**config.mk**
```make
export PLATFORM = sky130hd
export DESIGN_NAME = busy_gauge
export DESIGN_NICKNAME = d
export VERILOG_FILES = /design/src/rtl/busy_gauge_pkg.sv /design/src/rtl/bg_window.sv /design/src/rtl/bg_divider.sv /design/src/rtl/bg_holdoff.sv /design/src/rtl/busy_gauge.sv
export SDC_FILE = /design/constraint.sdc
export NUM_CORES = 1
export LEC_CHECK = 0
export ABC_AREA = 1
export BUFFER_PORTS_ARGS = -buffer_cell sky130_fd_sc_hd__buf_4
export CELL_PAD_IN_SITES_DETAIL_PLACEMENT = 0
export CELL_PAD_IN_SITES_GLOBAL_PLACEMENT = 1
export CORE_MARGIN = 2
export CORE_UTILIZATION = 45
export DETAILED_ROUTE_END_ITERATION = 7
export HOLD_SLACK_MARGIN = 0.02
export PLACE_DENSITY = 0.87
export SLEW_MARGIN = 5
export SYNTH_ARGS = -nofsm -noshare
export SYNTH_HDL_FRONTEND = slang
export SYNTH_HIERARCHICAL = 1
export SYNTH_SLANG_ARGS = --single-unit
```
**constraint.sdc**
```tcl
create_clock -name clk -period 4.6 [get_ports clk]
set_input_delay 0.23 -clock clk [delete_from_list [all_inputs] [get_ports clk]]
set_output_delay 0.23 -clock clk [all_outputs]
set_load 0.005 [all_outputs]
```
**src/rtl/busy_gauge_pkg.sv**
```systemverilog
package busy_gauge_pkg;
    localparam int LOAD_W    = 10;
    localparam int PERMILLE  = 1000;
    localparam int DIV_STEPS = LOAD_W;
    localparam int MIN_WIN   = DIV_STEPS + 2;
    localparam int REG_W     = 16;
    localparam int HI_RST    = 900;
    localparam int LO_RST    = 100;

    localparam logic [2:0] A_WIN   = 3'd0;
    localparam logic [2:0] A_HI    = 3'd1;
    localparam logic [2:0] A_LO    = 3'd2;
    localparam logic [2:0] A_HOLD  = 3'd3;
    localparam logic [2:0] A_STAT  = 3'd4;
    localparam logic [2:0] A_IRQEN = 3'd5;
    localparam logic [2:0] A_LOAD  = 3'd6;

    localparam int BIT_HI = 0;
    localparam int BIT_LO = 1;
endpackage

```
**src/rtl/bg_window.sv**
```systemverilog
module bg_window
    import busy_gauge_pkg::*;
#(
    parameter int WIN_W = 16
) (
    input  logic             clk,
    input  logic             rst_n,
    input  logic             busy_i,
    input  logic [WIN_W-1:0] len_i,
    output logic             close_o,
    output logic [WIN_W-1:0] act_o,
    output logic [WIN_W-1:0] tot_o
);
    localparam logic [WIN_W-1:0] ONE     = WIN_W'(1);
    localparam logic [WIN_W-1:0] MIN_LEN = WIN_W'(MIN_WIN);

    typedef struct packed {
        logic [WIN_W-1:0] cnt;
        logic [WIN_W-1:0] act;
        logic [WIN_W-1:0] act_cap;
        logic [WIN_W-1:0] tot_cap;
        logic             close;
    } win_t;

    win_t             s_d, s_q;
    logic [WIN_W-1:0] eff_len;
    logic [WIN_W-1:0] act_inc;

    always_comb begin
        eff_len = (len_i < MIN_LEN) ? MIN_LEN : len_i;
        act_inc = s_q.act + WIN_W'(busy_i);
        s_d       = s_q;
        s_d.close = 1'b0;
        if (s_q.cnt >= eff_len - ONE) begin
            s_d.close   = 1'b1;
            s_d.act_cap = act_inc;
            s_d.tot_cap = eff_len;
            s_d.cnt     = '0;
            s_d.act     = '0;
        end else begin
            s_d.cnt = s_q.cnt + ONE;
            s_d.act = act_inc;
        end
    end

    always_ff @(posedge clk or negedge rst_n) begin
        if (!rst_n) s_q <= '0;
        else        s_q <= s_d;
    end

    assign close_o = s_q.close;
    assign act_o   = s_q.act_cap;
    assign tot_o   = s_q.tot_cap;
endmodule

```
**src/rtl/bg_divider.sv**
```systemverilog
module bg_divider
    import busy_gauge_pkg::*;
#(
    parameter int WIN_W = 16
) (
    input  logic              clk,
    input  logic              rst_n,
    input  logic              start_i,
    input  logic [WIN_W-1:0]  act_i,
    input  logic [WIN_W-1:0]  tot_i,
    output logic              done_o,
    output logic [LOAD_W-1:0] res_o
);
    localparam int NUM_W  = WIN_W + LOAD_W;
    localparam int STEP_W = $clog2(DIV_STEPS + 1);

    typedef struct packed {
        logic [NUM_W-1:0]  rem;
        logic [WIN_W-1:0]  den;
        logic [LOAD_W-1:0] quo;
        logic [STEP_W-1:0] step;
        logic              done;
        logic [LOAD_W-1:0] res;
    } div_t;

    div_t              s_d, s_q;
    logic [NUM_W-1:0]  trial;
    logic [STEP_W-1:0] idx;

    always_comb begin
        s_d      = s_q;
        s_d.done = 1'b0;
        trial    = '0;
        idx      = '0;
        if (start_i) begin
            s_d.rem  = NUM_W'(act_i) * NUM_W'(PERMILLE);
            s_d.den  = tot_i;
            s_d.quo  = '0;
            s_d.step = STEP_W'(DIV_STEPS);
        end else if (s_q.step != '0) begin
            idx   = s_q.step - STEP_W'(1);
            trial = NUM_W'(s_q.den) << idx;
            if (s_q.rem >= trial) begin
                s_d.rem      = s_q.rem - trial;
                s_d.quo[idx] = 1'b1;
            end
            s_d.step = idx;
            if (idx == '0) begin
                s_d.done = 1'b1;
                s_d.res  = s_d.quo;
            end
        end
    end

    always_ff @(posedge clk or negedge rst_n) begin
        if (!rst_n) s_q <= '0;
        else        s_q <= s_d;
    end

    assign done_o = s_q.done;
    assign res_o  = s_q.res;
endmodule

```
**src/rtl/bg_holdoff.sv**
```systemverilog
module bg_holdoff #(
    parameter int HOLD_W  = 16,
    parameter int REF_MHZ = 100
) (
    input  logic              clk,
    input  logic              rst_n,
    input  logic              restart_i,
    input  logic [HOLD_W-1:0] us_i,
    output logic              active_o
);
    localparam int               PRE_W    = (REF_MHZ > 1) ? $clog2(REF_MHZ) : 1;
    localparam logic [PRE_W-1:0] PRE_LAST = PRE_W'(REF_MHZ - 1);

    typedef struct packed {
        logic [HOLD_W-1:0] us;
        logic [PRE_W-1:0]  pre;
    } hold_t;

    hold_t s_d, s_q;

    always_comb begin
        s_d = s_q;
        if (restart_i) begin
            s_d.us  = us_i;
            s_d.pre = '0;
        end else if (s_q.us != '0) begin
            if (s_q.pre == PRE_LAST) begin
                s_d.pre = '0;
                s_d.us  = s_q.us - HOLD_W'(1);
            end else begin
                s_d.pre = s_q.pre + PRE_W'(1);
            end
        end
    end

    always_ff @(posedge clk or negedge rst_n) begin
        if (!rst_n) s_q <= '0;
        else        s_q <= s_d;
    end

    assign active_o = (s_q.us != '0);
endmodule

```
**src/rtl/busy_gauge.sv**
```systemverilog
module busy_gauge
    import busy_gauge_pkg::*;
#(
    parameter int WIN_W   = 16,
    parameter int HOLD_W  = 16,
    parameter int REF_MHZ = 100,
    parameter int RST_WIN = 1000
) (
    input  logic              clk,
    input  logic              rst_n,
    input  logic              busy_i,
    input  logic              scale_done_i,
    input  logic              wr_en_i,
    input  logic [2:0]        wr_addr_i,
    input  logic [REG_W-1:0]  wr_data_i,
    input  logic [2:0]        rd_addr_i,
    output logic [REG_W-1:0]  rd_data_o,
    output logic [LOAD_W-1:0] load_o,
    output logic              load_valid_o,
    output logic              irq_o
);
    typedef struct packed {
        logic [WIN_W-1:0]  win;
        logic [LOAD_W-1:0] hi;
        logic [LOAD_W-1:0] lo;
        logic [HOLD_W-1:0] hold;
        logic [1:0]        en;
        logic [1:0]        st;
        logic [LOAD_W-1:0] load;
        logic              valid;
    } regs_t;

    regs_t             r_d, r_q;
    logic              win_close;
    logic [WIN_W-1:0]  win_act;
    logic [WIN_W-1:0]  win_tot;
    logic              div_done;
    logic [LOAD_W-1:0] div_res;
    logic              hold_active;
    logic [1:0]        status_w;
    logic [HOLD_W-1:0] hold_us_w;

    bg_window #(.WIN_W(WIN_W)) u_window (
        .clk     (clk),
        .rst_n   (rst_n),
        .busy_i  (busy_i),
        .len_i   (r_q.win),
        .close_o (win_close),
        .act_o   (win_act),
        .tot_o   (win_tot)
    );

    bg_divider #(.WIN_W(WIN_W)) u_divider (
        .clk     (clk),
        .rst_n   (rst_n),
        .start_i (win_close),
        .act_i   (win_act),
        .tot_i   (win_tot),
        .done_o  (div_done),
        .res_o   (div_res)
    );

    bg_holdoff #(.HOLD_W(HOLD_W), .REF_MHZ(REF_MHZ)) u_holdoff (
        .clk       (clk),
        .rst_n     (rst_n),
        .restart_i (scale_done_i),
        .us_i      (r_q.hold),
        .active_o  (hold_active)
    );

    always_comb begin
        r_d       = r_q;
        r_d.valid = 1'b0;
        if (wr_en_i) begin
            case (wr_addr_i)
                A_WIN:   r_d.win  = wr_data_i[WIN_W-1:0];
                A_HI:    r_d.hi   = wr_data_i[LOAD_W-1:0];
                A_LO:    r_d.lo   = wr_data_i[LOAD_W-1:0];
                A_HOLD:  r_d.hold = wr_data_i[HOLD_W-1:0];
                A_IRQEN: r_d.en   = wr_data_i[1:0];
                A_STAT:  r_d.st   = r_q.st & ~wr_data_i[1:0];
                default: ;
            endcase
        end
        if (div_done) begin
            r_d.load  = div_res;
            r_d.valid = 1'b1;
            if (!hold_active) begin
                if (div_res > r_q.hi)      r_d.st[BIT_HI] = 1'b1;
                else if (div_res < r_q.lo) r_d.st[BIT_LO] = 1'b1;
            end
        end
    end

    always_ff @(posedge clk or negedge rst_n) begin
        if (!rst_n) begin
            r_q     <= '0;
            r_q.win <= WIN_W'(RST_WIN);
            r_q.hi  <= LOAD_W'(HI_RST);
            r_q.lo  <= LOAD_W'(LO_RST);
        end else begin
            r_q <= r_d;
        end
    end

    always_comb begin
        case (rd_addr_i)
            A_WIN:   rd_data_o = REG_W'(r_q.win);
            A_HI:    rd_data_o = REG_W'(r_q.hi);
            A_LO:    rd_data_o = REG_W'(r_q.lo);
            A_HOLD:  rd_data_o = REG_W'(r_q.hold);
            A_STAT:  rd_data_o = REG_W'(r_q.st);
            A_IRQEN: rd_data_o = REG_W'(r_q.en);
            A_LOAD:  rd_data_o = REG_W'(r_q.load);
            default: rd_data_o = '0;
        endcase
    end

    assign status_w     = r_q.st;
    assign hold_us_w    = r_q.hold;
    assign load_o       = r_q.load;
    assign load_valid_o = r_q.valid;
    assign irq_o        = |(r_q.st & r_q.en);
endmodule

```
# Word-level counts from Yosys, hierarchy flattened
# Cells that the tools add are included.
word_totals:
  ff_bits: 222
  wordCells: 98
classes:
  n_addsub: 7
  n_mul: 1
  order_cmp: 7
  eq_ne: 12
  shift: 1
  muxes: 25
  bitwise_logic: 5
  reduce_logical: 19
ops:
  columns: ["operator", "n"]
  rows:
  - ["16-bit one-hot mux with 7 select lines", 1]
  - ["26-bit 2-to-1 mux", 3]
  - ["23-bit 2-to-1 mux", 2]
  - ["16-bit 2-to-1 mux", 2]
  - ["32-bit 2-to-1 mux", 1]
  - ["16-bit by 1-bit subtractor with 16-bit output (second input constant)", 2]
  - ["26-bit >= comparator", 1]
  - ["16-bit by 4-bit left shift with 26-bit output", 1]
  - ["26-bit subtractor", 1]
  - ["25-bit 2-to-1 mux", 1]
  - ["16-bit by 7-bit multiplier with 23-bit output (second input constant)", 1]
  - ["11-bit 2-to-1 mux", 2]
  - ["16-bit by 1-bit adder with 16-bit output", 1]
  - ["16-bit by 1-bit adder with 16-bit output (second input constant)", 1]
  - ["16-bit >= comparator", 1]
  - ["16-bit by 4-bit less-than comparator with 1-bit output (second input constant)", 1]
  - ["16-bit nonzero test", 1]
  - ["3-bit == test (second input constant)", 5]
  - ["14-bit 2-to-1 mux", 1]
  - ["2-bit AND reduction", 7]
  - ["13-bit 2-to-1 mux", 1]
  - ["3-bit by 2-bit == test with 1-bit output (second input constant)", 4]
  - ["10-bit > comparator", 1]
  - ["10-bit less-than comparator", 1]
  - ["other kinds (22)", 34]

# Depth between registers and ports, before layout
# Gate-level depths: netlist (run 1).
depth:
  ltp_word: 10
  mapped_depth: 27
  depth_no_buf: 24

# Hierarchy
# Netlist (run 1), hierarchy kept.
modules_own_cells:
  columns: ["mod", "n_inst", "cells_each", "area_each_um2"]
  rows:
  - ["bg_divider", 1, 1268, 8614.5]
  - ["bg_window", 1, 504, 3990.1]
  - ["busy_gauge", 1, 460, 3607.2]
  - ["bg_holdoff", 1, 252, 1650.3]

# Worst setup path after synthesis (run 1)
# Ideal clock, no wire load.
synth_path:
  kind: "flip-flop to flip-flop"
  startpoint: "register u_window.s_q, in the netlist u_window/act_o[8]"
  endpoint: "register u_divider/s_q[62] in the netlist's numbering"
  setup_ps: 117
  t_arrival_ps: 3821
  setup_slack_ps: 662
  path_stages_with_launch: 20
  n_path_buf: 1
  cell_sequence: "dfrtp_1 > buf_4 > inv_1 > fa_1 > fa_1 > fa_1 > fa_1 > inv_1 > ha_1 > nand2_1 > inv_1 > nand2_1 > and2_1 > nor2_1 > nor2_1 > nand3b_1 > nand3_1 > nand2_1 > nand2_1 > nand2_1"
synth_between:
  elab_chain_len: 2
synth_lines:
  columns: ["item", "line", "text"]
  rows:
  - ["start: declaration", "bg_window.sv:25", "win_t s_d, s_q;"]
  - ["start signal: assignment", "bg_window.sv:47", "if (!rst_n) s_q <= '0;"]
  - ["start signal: assignment", "bg_window.sv:48", "else s_q <= s_d;"]
  - ["16-bit by 7-bit multiplier with 23-bit output", "bg_divider.sv:36", "s_d.rem = NUM_W'(act_i) * NUM_W'(PERMILLE);"]
  - ["26-bit 2-to-1 mux", "bg_divider.sv:35", "if (start_i) begin"]
  - ["end signal: assignment", "bg_divider.sv:56", "if (!rst_n) s_q <= '0;"]
  - ["end signal: assignment", "bg_divider.sv:57", "else s_q <= s_d;"]
  - ["end: declaration", "bg_divider.sv:26", "div_t s_d, s_q;"]
# Every way passes these cells.
# A chain may end at the register's enable or synchronous reset.

# Final worst setup path (run 1)
layout_path:
  startpoint: "register u_window.s_q, in the netlist u_window/act_o[10]"
  endpoint: "register u_divider/s_q[65] in the netlist's numbering"
# The elaborated chain is that of the path after synthesis.

==> out/qor.txt, run 1 <==
Number of synthesized flops with an enable pin -> 0
Final hold vios -> 0
Pre-antenna DRT Iters -> 5
Unrepaired setup endpoints after global routing -> no
Distinct cells, synth -> 51
Top FF cell, synth -> dfrtp_1
Status -> completed
Tmin final -> 4.29 ns
Mux cell area share after synthesis -> 0.00560
WHS Endpoint -> hold_us_w[8]$_DFFE_PN0P_
PortBufs -> 54
Register area -> 5570 µm²
Vias per cell -> 5.06
Largest net degree at the start of global routing -> 100
Commonest non-fill, non-tap cell in the layout -> nand2_1
Max-Cap Viols -> 0
Wire length per cell -> 15.1 µm
Clock tree sinks -> 222
Die Ht -> 203 µm
Slew Limit Fails -> 0
Critical path endpoint category -> flop
Initial core utilization -> 0.459
Post-synthesis simple-gate area fraction -> 0.298
Nets -> 2,682
Seq/Total Area, Yosys -> 0.312
DRC viols -> 0
Adder-cell share of the synthesized area -> 0.149
Worst-Skew Late Latency -> 0.54 ns
Type of the worst min-delay path -> input pin to flop
Reg2Reg Setup Slack -> 0.31 ns
Mapped Area -> 17,900 µm²
Clock tree from TritonCTS -> built
Diodes inserted -> 0
# setup viols final -> 0
Layout cells sized above 1 -> 0.0818
Design area -> 19,300 µm²
Most frequent cells in the layout -> nand2_1, inv_1, dfrtp_1
# fillers -> 3,934
H-tree levels -> 1
Synth-to-layout area growth -> 7.87%
CP max FO -> 6
GP Congestion -> 0.946
Largest family of logic cells by synthesized area -> simple AND/OR/NAND/NOR gates
CP required -> 5.01 ns
Die area -> 41,300 µm²
Post-CTS Setup Inserts -> 0
Compound-gate portion of the synthesized area -> 0.0921
Fin util -> 0.495
Xor and xnor area share after synthesis -> 0.0201
Synth Register Bits -> 222
First-pass GRT wire length -> 74,800 µm
Detailed placement HPWL -> 35,900 µm
Ys Warns -> 6
Die width -> 203 µm
Met1 Use GR -> 0.315
ANT nets after route -> 0
Tot GR Track Use -> 0.224
Worst-Margin Slew -> 1.16 ns
Post-Route WL -> 45,600 µm
FMAX -> 0.233 GHz
Worst setup SP type -> flop
GR peak layer -> met2
R2r endpoint -> u_divider/s_q[65]$_DFFE_PN0P_
Slew margin rel. -> 0.228
Final period util -> 0.932
I/O pin cnt -> 55
FF-to-FF Start -> u_window/act_o[10]$_DFFE_PN0P_
Initial DRC count -> 1,038
Vias in the first global route -> 14,385
Final global-route overflow total -> 0
Hold-critical path depth -> 3
Ys async rst share -> 1.00
Inserted Clock Buffers -> 27
R2R cell count -> 18
Syn nets -> 2,691
CTS Root Cell -> clkbuf_16
Met2 usage -> 0.367
Vias -> 15,231
TNS Setup -> 0 ns
Skew final -> 0.0261 ns
Placed Area -> 18,300 µm²
Core region area -> 38,900 µm²
Worst Path Arrival -> 4.70 ns
Critical path type -> flop to flop
M3 GR Usage -> 0.0208
Post-synthesis cell count -> 2,484
Multi-input gate area -> 10,100 µm²
Rows -> 72
Worst-path clk slew -> 0.06 ns
Clock buffer depth -> 3
Mean Syn Cell Area -> 7.19 µm²
HP Start -> wr_data_i[8]
Initial antenna violation count -> 0
[worst max-delay path by stage]
stage | end | slack (ns) | cells past startpoint | start
after floorplan | u_divider/s_q[62]$_DFFE_PN0P_ | 0.66 | 19 | u_window/act_o[8]$_DFFE_PN0P_
after global placement | u_divider/s_q[66]$_DFFE_PN0P_ | 0.28 | 17 | u_window/act_o[8]$_DFFE_PN0P_
after detailed placement | u_divider/s_q[66]$_DFFE_PN0P_ | 0.25 | 17 | u_window/act_o[8]$_DFFE_PN0P_
after CTS | u_divider/s_q[64]$_DFFE_PN0P_ | 0.25 | 18 | u_window/act_o[5]$_DFFE_PN0P_
after global routing | u_divider/s_q[64]$_DFFE_PN0P_ | 0.007 | 18 | u_window/act_o[6]$_DFFE_PN0P_
final | u_divider/s_q[65]$_DFFE_PN0P_ | 0.31 | 18 | u_window/act_o[10]$_DFFE_PN0P_
[registers in the layout (all words and copies together) (netlist names)]
register and cells:
hold_us_w 16, load_o 10, load_valid_o 1, r_q 38, status_w 2, u_divider/done_o 1
u_divider/res_o 10, u_divider/s_q 56, u_holdoff/s_q 23, u_window/act_o 16, u_window/close_o 1, u_window/s_q 32
u_window/tot_o 16
[cells by family (layout without fill, tap and decap cells)]
| group | count (synthesis) | in the layout |
|---|---|---|
| flops | 222 | 222 |
| mux | 10 | 10 |
| buf+inv | 505 | 515 |
| simple gates | 1220 | 1220 |
| xor+xnor | 41 | 41 |
| compound gates | 306 | 306 |
| fa+ha+maj | 180 | 180 |
[layer usage]
metal | vias to the layer above | share of wire | routed length, µm
met3 | 60 | 0.038 | 1720
li1 | 7763 | - | -
met1 | 7114 | 0.47 | 21600
met4 | 0 | 0.027 | 1210
met5 | - | 0 | 0
met2 | 294 | 0.46 | 21100
[per-stage QoR]
step	worst slack (ns)	hold WS, ns	instances
CTS	0.245	0.0236	3012
floorplan	0.662	-0.0656	2484
finish	0.314	0.0381	3012
global route	0.00657	0.0441	3012
global placement	0.277	0.293	2953
detailed placement	0.247	0.300	2953
[worst max-delay path: stages, from the launching register on]
cell	delay, ns
dfrtp_1	0.41
inv_1	0.23
fa_1	0.48
fa_1	0.51
inv_1	0.05
fa_1	0.50
inv_1	0.06
fa_1	0.51
inv_1	0.04
ha_1	0.38
nand2_1	0.16
o21ai_0	0.31
a21oi_1	0.14
nand2_1	0.09
nand2_1	0.04
nand3_1	0.08
nand2_1	0.06
nand2_1	0.05
nand2_1	0.06
[repair_timing]
item	CTS	global route
resized for setup	0	8
hold endpoints to repair	115	0
setup endpoints to repair	0	23
hold buffers	11	0
[Yosys cell counts (4+ instances only)]
cell type,instances,share of area
a21o_1,4,0.0017
ha_1,125,0.088
nor3_1,12,0.0034
nand2_4,5,0.0032
buf_6,8,0.0050
o21ai_2,4,0.0020
o21ai_0,189,0.053
nor2_1,180,0.038
buf_4,59,0.025
buf_2,17,0.0048
nor3_2,5,0.0028
fa_1,55,0.062
o21bai_1,11,0.0046
inv_2,6,0.0013
nand2_1,739,0.16
nand3_1,159,0.045
buf_1,5,0.0011
nand4_1,29,0.010
a21oi_1,61,0.017
xnor2_1,13,0.0064
dfrtp_1,209,0.29
nand3_2,9,0.0050
and2_1,5,0.0018
nor2_4,6,0.0038
xor2_1,28,0.014
nor2b_1,4,0.0014
a22oi_1,8,0.0034
nand2_2,12,0.0042
o22ai_1,15,0.0053
nor4_1,4,0.0014
mux2i_1,10,0.0056
nor2_2,17,0.0060
inv_1,383,0.080
or2_2,5,0.0018
clkbuf_1,27,0.0057
nand3b_1,17,0.0071
o21ai_1,9,0.0025
dfstp_2,13,0.019
[cell type report]
type	count	area share
Clock buffer	41	0.0399
Clock inverter	7	0.00500
Inverter	389	0.0758
Multi-Input combinational cell	1757	0.524
Sequential cell	222	0.289
Tap cell	518	0.0336
Timing Repair Buffer	78	0.0322
Power of run 1 is not shown: default switching activity piles up to over one toggle a cycle in this logic, so the estimate is an artifact.
==> inputs of run 2 (changes only) <==
--- a/config.mk
+++ b/config.mk
@@ -9,6 +9,7 @@
 export BUFFER_PORTS_ARGS = -buffer_cell sky130_fd_sc_hd__buf_4
 export CELL_PAD_IN_SITES_DETAIL_PLACEMENT = 0
 export CELL_PAD_IN_SITES_GLOBAL_PLACEMENT = 1
+export CORE_ASPECT_RATIO = 0.7
 export CORE_MARGIN = 2
 export CORE_UTILIZATION = 45
 export DETAILED_ROUTE_END_ITERATION = 7
==> constraint.sdc (replaced) <==
create_clock -name clk -period 5.4 [get_ports clk]
set_input_delay 0.27 -clock clk [delete_from_list [all_inputs] [get_ports clk]]
set_output_delay 0.27 -clock clk [all_outputs]
set_load 0.005 [all_outputs]
==> out/qor.txt, run 2 (synthesis results as in run 1) <==
Final global-route overflow total -> 0 (unchanged)
Clock tree sinks -> 222 (unchanged)
Slew Limit Fails -> 0 (unchanged)
Commonest non-fill, non-tap cell in the layout -> nand2_1 (unchanged)
GP Congestion -> 0.928 (was 0.946)
Inserted Clock Buffers -> 24 (was 27)
Clock buffer depth -> 3 (unchanged)
Reg2Reg Setup Slack -> 0.81 ns (was 0.31 ns)
R2R cell count -> 17 (was 18)
DRC viols -> 0 (unchanged)
First-pass GRT wire length -> 74,400 µm (was 74,800 µm)
Rows -> 61 (was 72)
Setup crit start -> u_divider/s_q[12]$_DFFE_PN0P_ (was u_window/act_o[10]$_DFFE_PN0P_)
Die area -> 41,300 µm² (about the same)
Largest net degree at the start of global routing -> 137 (was 100)
Vias in the first global route -> 14,146 (was 14,385)
Initial core utilization -> 0.453 (was 0.459)
CTS Root Cell -> clkbuf_16 (unchanged)
TNS Setup -> 0 ns (unchanged)
Critical path type -> flop to flop (unchanged)
Post-cts sizing count -> 0 (unchanged)
Number of flip-flops in the largest register -> 56 (unchanged)
Pre-antenna DRT Iters -> 6 (was 5)
CP required -> 5.81 ns (was 5.01 ns)
Max-Cap Viols -> 0 (unchanged)
Nets -> 2,669 (was 2,682)
Reg with most FFs -> u_divider/s_q (unchanged)
Most frequent cells in the layout -> nand2_1, inv_1, dfrtp_1 (unchanged)
Detailed placement HPWL -> 35,900 µm (about the same)
Tot GR Track Use -> 0.221 (was 0.224)
Diodes inserted -> 0 (unchanged)
Unrepaired setup endpoints after global routing -> no (unchanged)
FF-to-FF Start -> u_divider/s_q[12]$_DFFE_PN0P_ (was u_window/act_o[10]$_DFFE_PN0P_)
Initial antenna violation count -> 0 (unchanged)
Wire length per cell -> 15.1 µm (about the same)
Layout cells sized above 1 -> 0.0782 (was 0.0818)
H-tree levels -> 1 (unchanged)
FMAX -> 0.218 GHz (was 0.233 GHz)
Core region area -> 39,500 µm² (was 38,900 µm²)
Type of the worst min-delay path -> input pin to flop (unchanged)
Worst setup SP type -> flop (unchanged)
CP max FO -> 27 (was 6)
Worst-Margin Slew -> 1.01 ns (was 1.16 ns)
Vias -> 15,421 (was 15,231)
Clock tree from TritonCTS -> built (unchanged)
I/O pin cnt -> 55 (unchanged)
Slew margin rel. -> 0.327 (was 0.228)
PortBufs -> 54 (unchanged)
Tmin final -> 4.59 ns (was 4.29 ns)
Die width -> 242 µm (was 203 µm)
Worst-Skew Late Latency -> 0.53 ns (was 0.54 ns)
Worst-path clk slew -> 0.06 ns (about the same)
R2r endpoint -> u_divider/s_q[58]$_DFFE_PN0P_ (was u_divider/s_q[65]$_DFFE_PN0P_)
ANT nets after route -> 0 (unchanged)
Vias per cell -> 5.11 (was 5.06)
Post-Route WL -> 45,700 µm (was 45,600 µm)
Status -> completed (unchanged)
Die Ht -> 171 µm (was 203 µm)
Largest registers -> u_divider/s_q (56), r_q (38), u_window/s_q (32) (unchanged)
Initial DRC count -> 1,356 (was 1,038)
Final hold vios -> 0 (unchanged)
Synth-to-layout area growth -> 7.08% (was 7.87%)
Critical Path Sink -> u_divider/s_q[58]$_DFFE_PN0P_ (was u_divider/s_q[65]$_DFFE_PN0P_)
Worst Path Arrival -> 5.00 ns (was 4.70 ns)
Critical path endpoint category -> flop (unchanged)
Skew final -> 0.0108 ns (was 0.0261 ns)
Final period util -> 0.850 (was 0.932)
# setup viols final -> 0 (unchanged)
## run 2: worst min-delay path by stage
stage	from	to	slack, ns	depth (start not counted)
3_5_place_dp	rst_n	load_o[1]$_DFFE_PN0P_	0.32	1
4_1_cts	wr_data_i[15]	hold_us_w[15]$_DFFE_PN0P_	0.03	3
3_3_place_gp	rst_n	load_o[1]$_DFFE_PN0P_	0.32	1
5_1_grt	wr_data_i[15]	hold_us_w[15]$_DFFE_PN0P_	0.06	3
2_1_floorplan	rst_n	hold_us_w[0]$_DFFE_PN0P_	-0.03	0
6_report	wr_data_i[15]	hold_us_w[15]$_DFFE_PN0P_	0.04	3
## run 2: routing by layer
metal  routed length, µm  part of all wire  vias to the layer above  GRT usage
met5                   0                 0                        -          0
met4                 603             0.013                        0     0.0338
met3                3200             0.070                       41     0.0387
met2               17600              0.38                      407      0.304
met1               24300              0.53                     7248      0.360
li1                    -                 -                     7725          -
## run 2: what timing repair did
action | in CTS | in global routing
endpoints found under the hold margin | 78 | 0
hold buffers | 5 | 0
buffers inserted | 0 | 0
## run 2: per-stage QoR
stage	hold slack, ns	utilization	setup WS [ns]	std cells	instance area, µm²
floorplan	-0.0256	-	1.46	2484	17900
global placement	0.318	0.463	1.04	2966	18300
finish	0.0378	0.485	0.808	3015	19100
CTS	0.0251	0.485	0.910	3015	19100
global route	0.0551	0.485	0.313	3015	19100
detailed placement	0.318	0.463	0.921	2966	18300
## run 2: layout make-up
type                       instances  area (µm²)
tap                              535         669
sequential                       222        5570
clock buffer                      33         696
multi-input combinational       1757       10100
clock inverter                    11        93.8
fill                            3938       20300
timing repair buffer              68         543
inverter                         389        1460
## run 2: worst max-delay path, stage by stage (launching register included)
cell,delay (ns)
dfrtp_1,0.39
inv_1,0.12
ha_1,0.58
inv_1,0.37
o21ai_0,0.43
o21ai_0,0.17
or2_2,0.32
ha_1,0.34
nand2_1,0.20
nor2_4,0.06
nand2_1,0.11
nand3b_4,0.11
nand3_1,0.09
nand3_2,0.29
nand2_4,0.40
nand2_4,0.26
nand2_1,0.13
nand2_1,0.06
Power of run 2 is left out for the same reason.
==> inputs of run 3 (changes only) <==
--- a/config.mk
+++ b/config.mk
@@ -9,7 +9,6 @@
 export BUFFER_PORTS_ARGS = -buffer_cell sky130_fd_sc_hd__buf_4
 export CELL_PAD_IN_SITES_DETAIL_PLACEMENT = 0
 export CELL_PAD_IN_SITES_GLOBAL_PLACEMENT = 1
-export CORE_ASPECT_RATIO = 0.7
 export CORE_MARGIN = 2
 export CORE_UTILIZATION = 45
 export DETAILED_ROUTE_END_ITERATION = 7
==> out/qor.txt, run 3 (synthesis results as in run 1) <==
Skew final -> 0.0201 ns (was 0.0108 ns)
Initial DRC count -> 891 (was 1,356)
FMAX -> 0.216 GHz (was 0.218 GHz)
Commonest non-fill, non-tap cell in the layout -> nand2_1 (unchanged)
Critical path endpoint category -> flop (unchanged)
Inserted Clock Buffers -> 26 (was 24)
Wire length per cell -> 15.2 µm (was 15.1 µm)
Tot GR Track Use -> 0.226 (was 0.221)
Number of flip-flops in the largest register -> 56 (unchanged)
Post-cts sizing count -> 0 (unchanged)
ANT nets after route -> 0 (unchanged)
Worst-Skew Late Latency -> 0.55 ns (was 0.53 ns)
Initial core utilization -> 0.459 (was 0.453)
# setup viols final -> 0 (unchanged)
Nets -> 2,677 (was 2,669)
Clock tree from TritonCTS -> built (unchanged)
I/O pin cnt -> 55 (unchanged)
Crit path largest cell delay -> 0.58 ns (about the same)
Pre-antenna DRT Iters -> 6 (unchanged)
Type of the worst min-delay path -> input pin to flop (unchanged)
Worst Path Arrival -> 5.05 ns (was 5.00 ns)
Hold Worst Slack -> 0.0507 ns (was 0.0378 ns)
Core region area -> 38,900 µm² (was 39,500 µm²)
Register area -> 5570 µm² (unchanged)
Die width -> 203 µm (was 242 µm)
Placed Area -> 18,300 µm² (about the same)
Final period util -> 0.857 (was 0.850)
Largest registers -> u_divider/s_q (56), r_q (38), u_window/s_q (32) (unchanged)
Post-CTS Setup Inserts -> 0 (unchanged)
First-pass GRT wire length -> 76,200 µm (was 74,400 µm)
Critical path type -> flop to flop (unchanged)
Diodes inserted -> 0 (unchanged)
Reg with most FFs -> u_divider/s_q (unchanged)
Vias per cell -> 5.04 (was 5.11)
Cell family contributing the most delay on the critical path -> simple AND/OR/NAND/NOR gates (unchanged)
Slew Limit Fails -> 0 (unchanged)
GP Congestion -> 0.950 (was 0.928)
Die Ht -> 203 µm (was 171 µm)
Most frequent cells in the layout -> nand2_1, inv_1, dfrtp_1 (unchanged)
Finished Layout Cells -> 3,008 (was 3,015)
Initial antenna violation count -> 0 (unchanged)
Tmin final -> 4.63 ns (was 4.59 ns)
Status -> completed (unchanged)
Die area -> 41,300 µm² (about the same)
Crit path buf inv count -> 4 (was 2)
Clock buffer depth -> 3 (unchanged)
Layout cells sized above 1 -> 0.0799 (was 0.0782)
Clock tree sinks -> 222 (unchanged)
PortBufs -> 54 (unchanged)
Final global-route overflow total -> 0 (unchanged)
Design area -> 19,200 µm² (was 19,100 µm²)
Final hold vios -> 0 (unchanged)
CTS Root Cell -> clkbuf_16 (unchanged)
Worst setup SP type -> flop (unchanged)
Largest net degree at the start of global routing -> 118 (was 137)
Inst Count DP -> 2,951 (was 2,966)
CP max stage cell -> nor4_1 (was ha_1)
Detailed placement HPWL -> 36,000 µm (was 35,900 µm)
CP required -> 5.82 ns (was 5.81 ns)
H-tree levels -> 1 (unchanged)
Worst-path clk slew -> 0.06 ns (about the same)
Rows -> 72 (was 61)
CP max FO -> 27 (unchanged)
Critical path cell sequence -> inv_1 -> ha_1 -> xor2_1 -> buf_4 -> inv_1 -> nand2_4 -> nor4_1 -> ha_1 -> inv_1 -> fa_1 -> nand4_2 -> nand3b_4 -> nand3_1 -> nand3_2 -> nand2_4 -> nand2_4 -> nand2_1 -> nand2_1 (was inv_1 -> ha_1 -> inv_1 -> o21ai_0 -> o21ai_0 -> or2_2 -> ha_1 -> nand2_1 -> nor2_4 -> nand2_1 -> nand3b_4 -> nand3_1 -> nand3_2 -> nand2_4 -> nand2_4 -> nand2_1 -> nand2_1)
Vias -> 15,173 (was 15,421)
TNS Setup -> 0 ns (unchanged)
DRC viols -> 0 (unchanged)
Synth-to-layout area growth -> 7.60% (was 7.08%)
# fillers -> 3,942 (was 3,938)
Vias in the first global route -> 14,971 (was 14,146)
Worst-Margin Slew -> 1.08 ns (was 1.01 ns)
Unrepaired setup endpoints after global routing -> no (unchanged)
Max-Cap Viols -> 0 (unchanged)
Slew margin rel. -> 0.276 (was 0.327)
Post-Route WL -> 45,600 µm (was 45,700 µm)
Multi-input gate area -> 10,100 µm² (unchanged)
[run 3: cell types whose count changed in the layout (fill, tap and decap cells not counted)]
| cell | change |
|---|---|
| dlygate4sd3_1 | +4 |
| buf_4 | +3 |
| clkbuf_8 | +2 |
| clkinv_2 | -2 |
| clkinvlp_4 | +2 |
| inv_6 | -2 |
| buf_12 | -1 |
| clkbuf_1 | +1 |
| clkbuf_16 | +1 |
| clkinv_8 | +1 |
| inv_8 | +1 |
[run 3: timing repair]
item / in CTS / in global routing
hold endpoints to repair: 114 / 0
endpoints found under the setup margin: 0 / 0
hold buffers: 9 / 0
[run 3: path summary, 6_finish.rpt]
path / slack [ns] / startpoint / end / cells after the start
max in group asynchronous: 3.72 / rst_n / u_window/close_o$_DFF_PN0_ / 3
hold reg to reg: 0.48 / u_window/tot_o[4]$_DFFE_PN0P_ / u_divider/s_q[29]$_DFFE_PN0P_ / 2
min in group asynchronous: 0.35 / rst_n / u_divider/s_q[66]$_DFFE_PN0P_ / 2
hold / removal: 0.05 / wr_data_i[2] / r_q[33]$_DFFE_PN1P_ / 3
setup reg to reg: 0.77 / u_divider/s_q[12]$_DFFE_PN0P_ / u_divider/s_q[65]$_DFFE_PN0P_ / 18
setup / recovery: 0.77 / u_divider/s_q[12]$_DFFE_PN0P_ / u_divider/s_q[65]$_DFFE_PN0P_ / 18
[run 3: worst register-to-register path, cell delays in order (launching register included)]
cell	delay [ns]
dfrtp_1	0.39
inv_1	0.12
ha_1	0.24
xor2_1	0.17
buf_4	0.17
inv_1	0.43
nand2_4	0.16
nor4_1	0.58
ha_1	0.28
inv_1	0.07
fa_1	0.43
nand4_2	0.14
nand3b_4	0.10
nand3_1	0.09
nand3_2	0.27
nand2_4	0.40
nand2_4	0.26
nand2_1	0.15
nand2_1	0.06
[run 3: layout make-up]
cell class / instances / area share
clock buffer: 37 / 0.0391
clock inverter: 11 / 0.00566
inverter: 389 / 0.0760
multi-input combinational: 1757 / 0.525
sequential: 222 / 0.290
tap: 518 / 0.0337
timing repair buffer: 74 / 0.0305
[run 3: per-layer routing]
layer	vias to the layer above	part of all wire	GRT usage
met1	7060	0.46	0.302
met3	85	0.038	0.0280
met2	278	0.46	0.377
met4	0	0.036	0.0821
met5	-	0	0
li1	7750	-	-
[run 3: stage by stage]
step,setup slack [ns],utilization
2_1_floorplan,1.46,-
3_3_place_gp,1.01,0.469
3_5_place_dp,0.862,0.469
4_1_cts,0.845,0.494
5_1_grt,0.421,0.494
6_report,0.770,0.494
Power of run 3 is left out for the same reason.
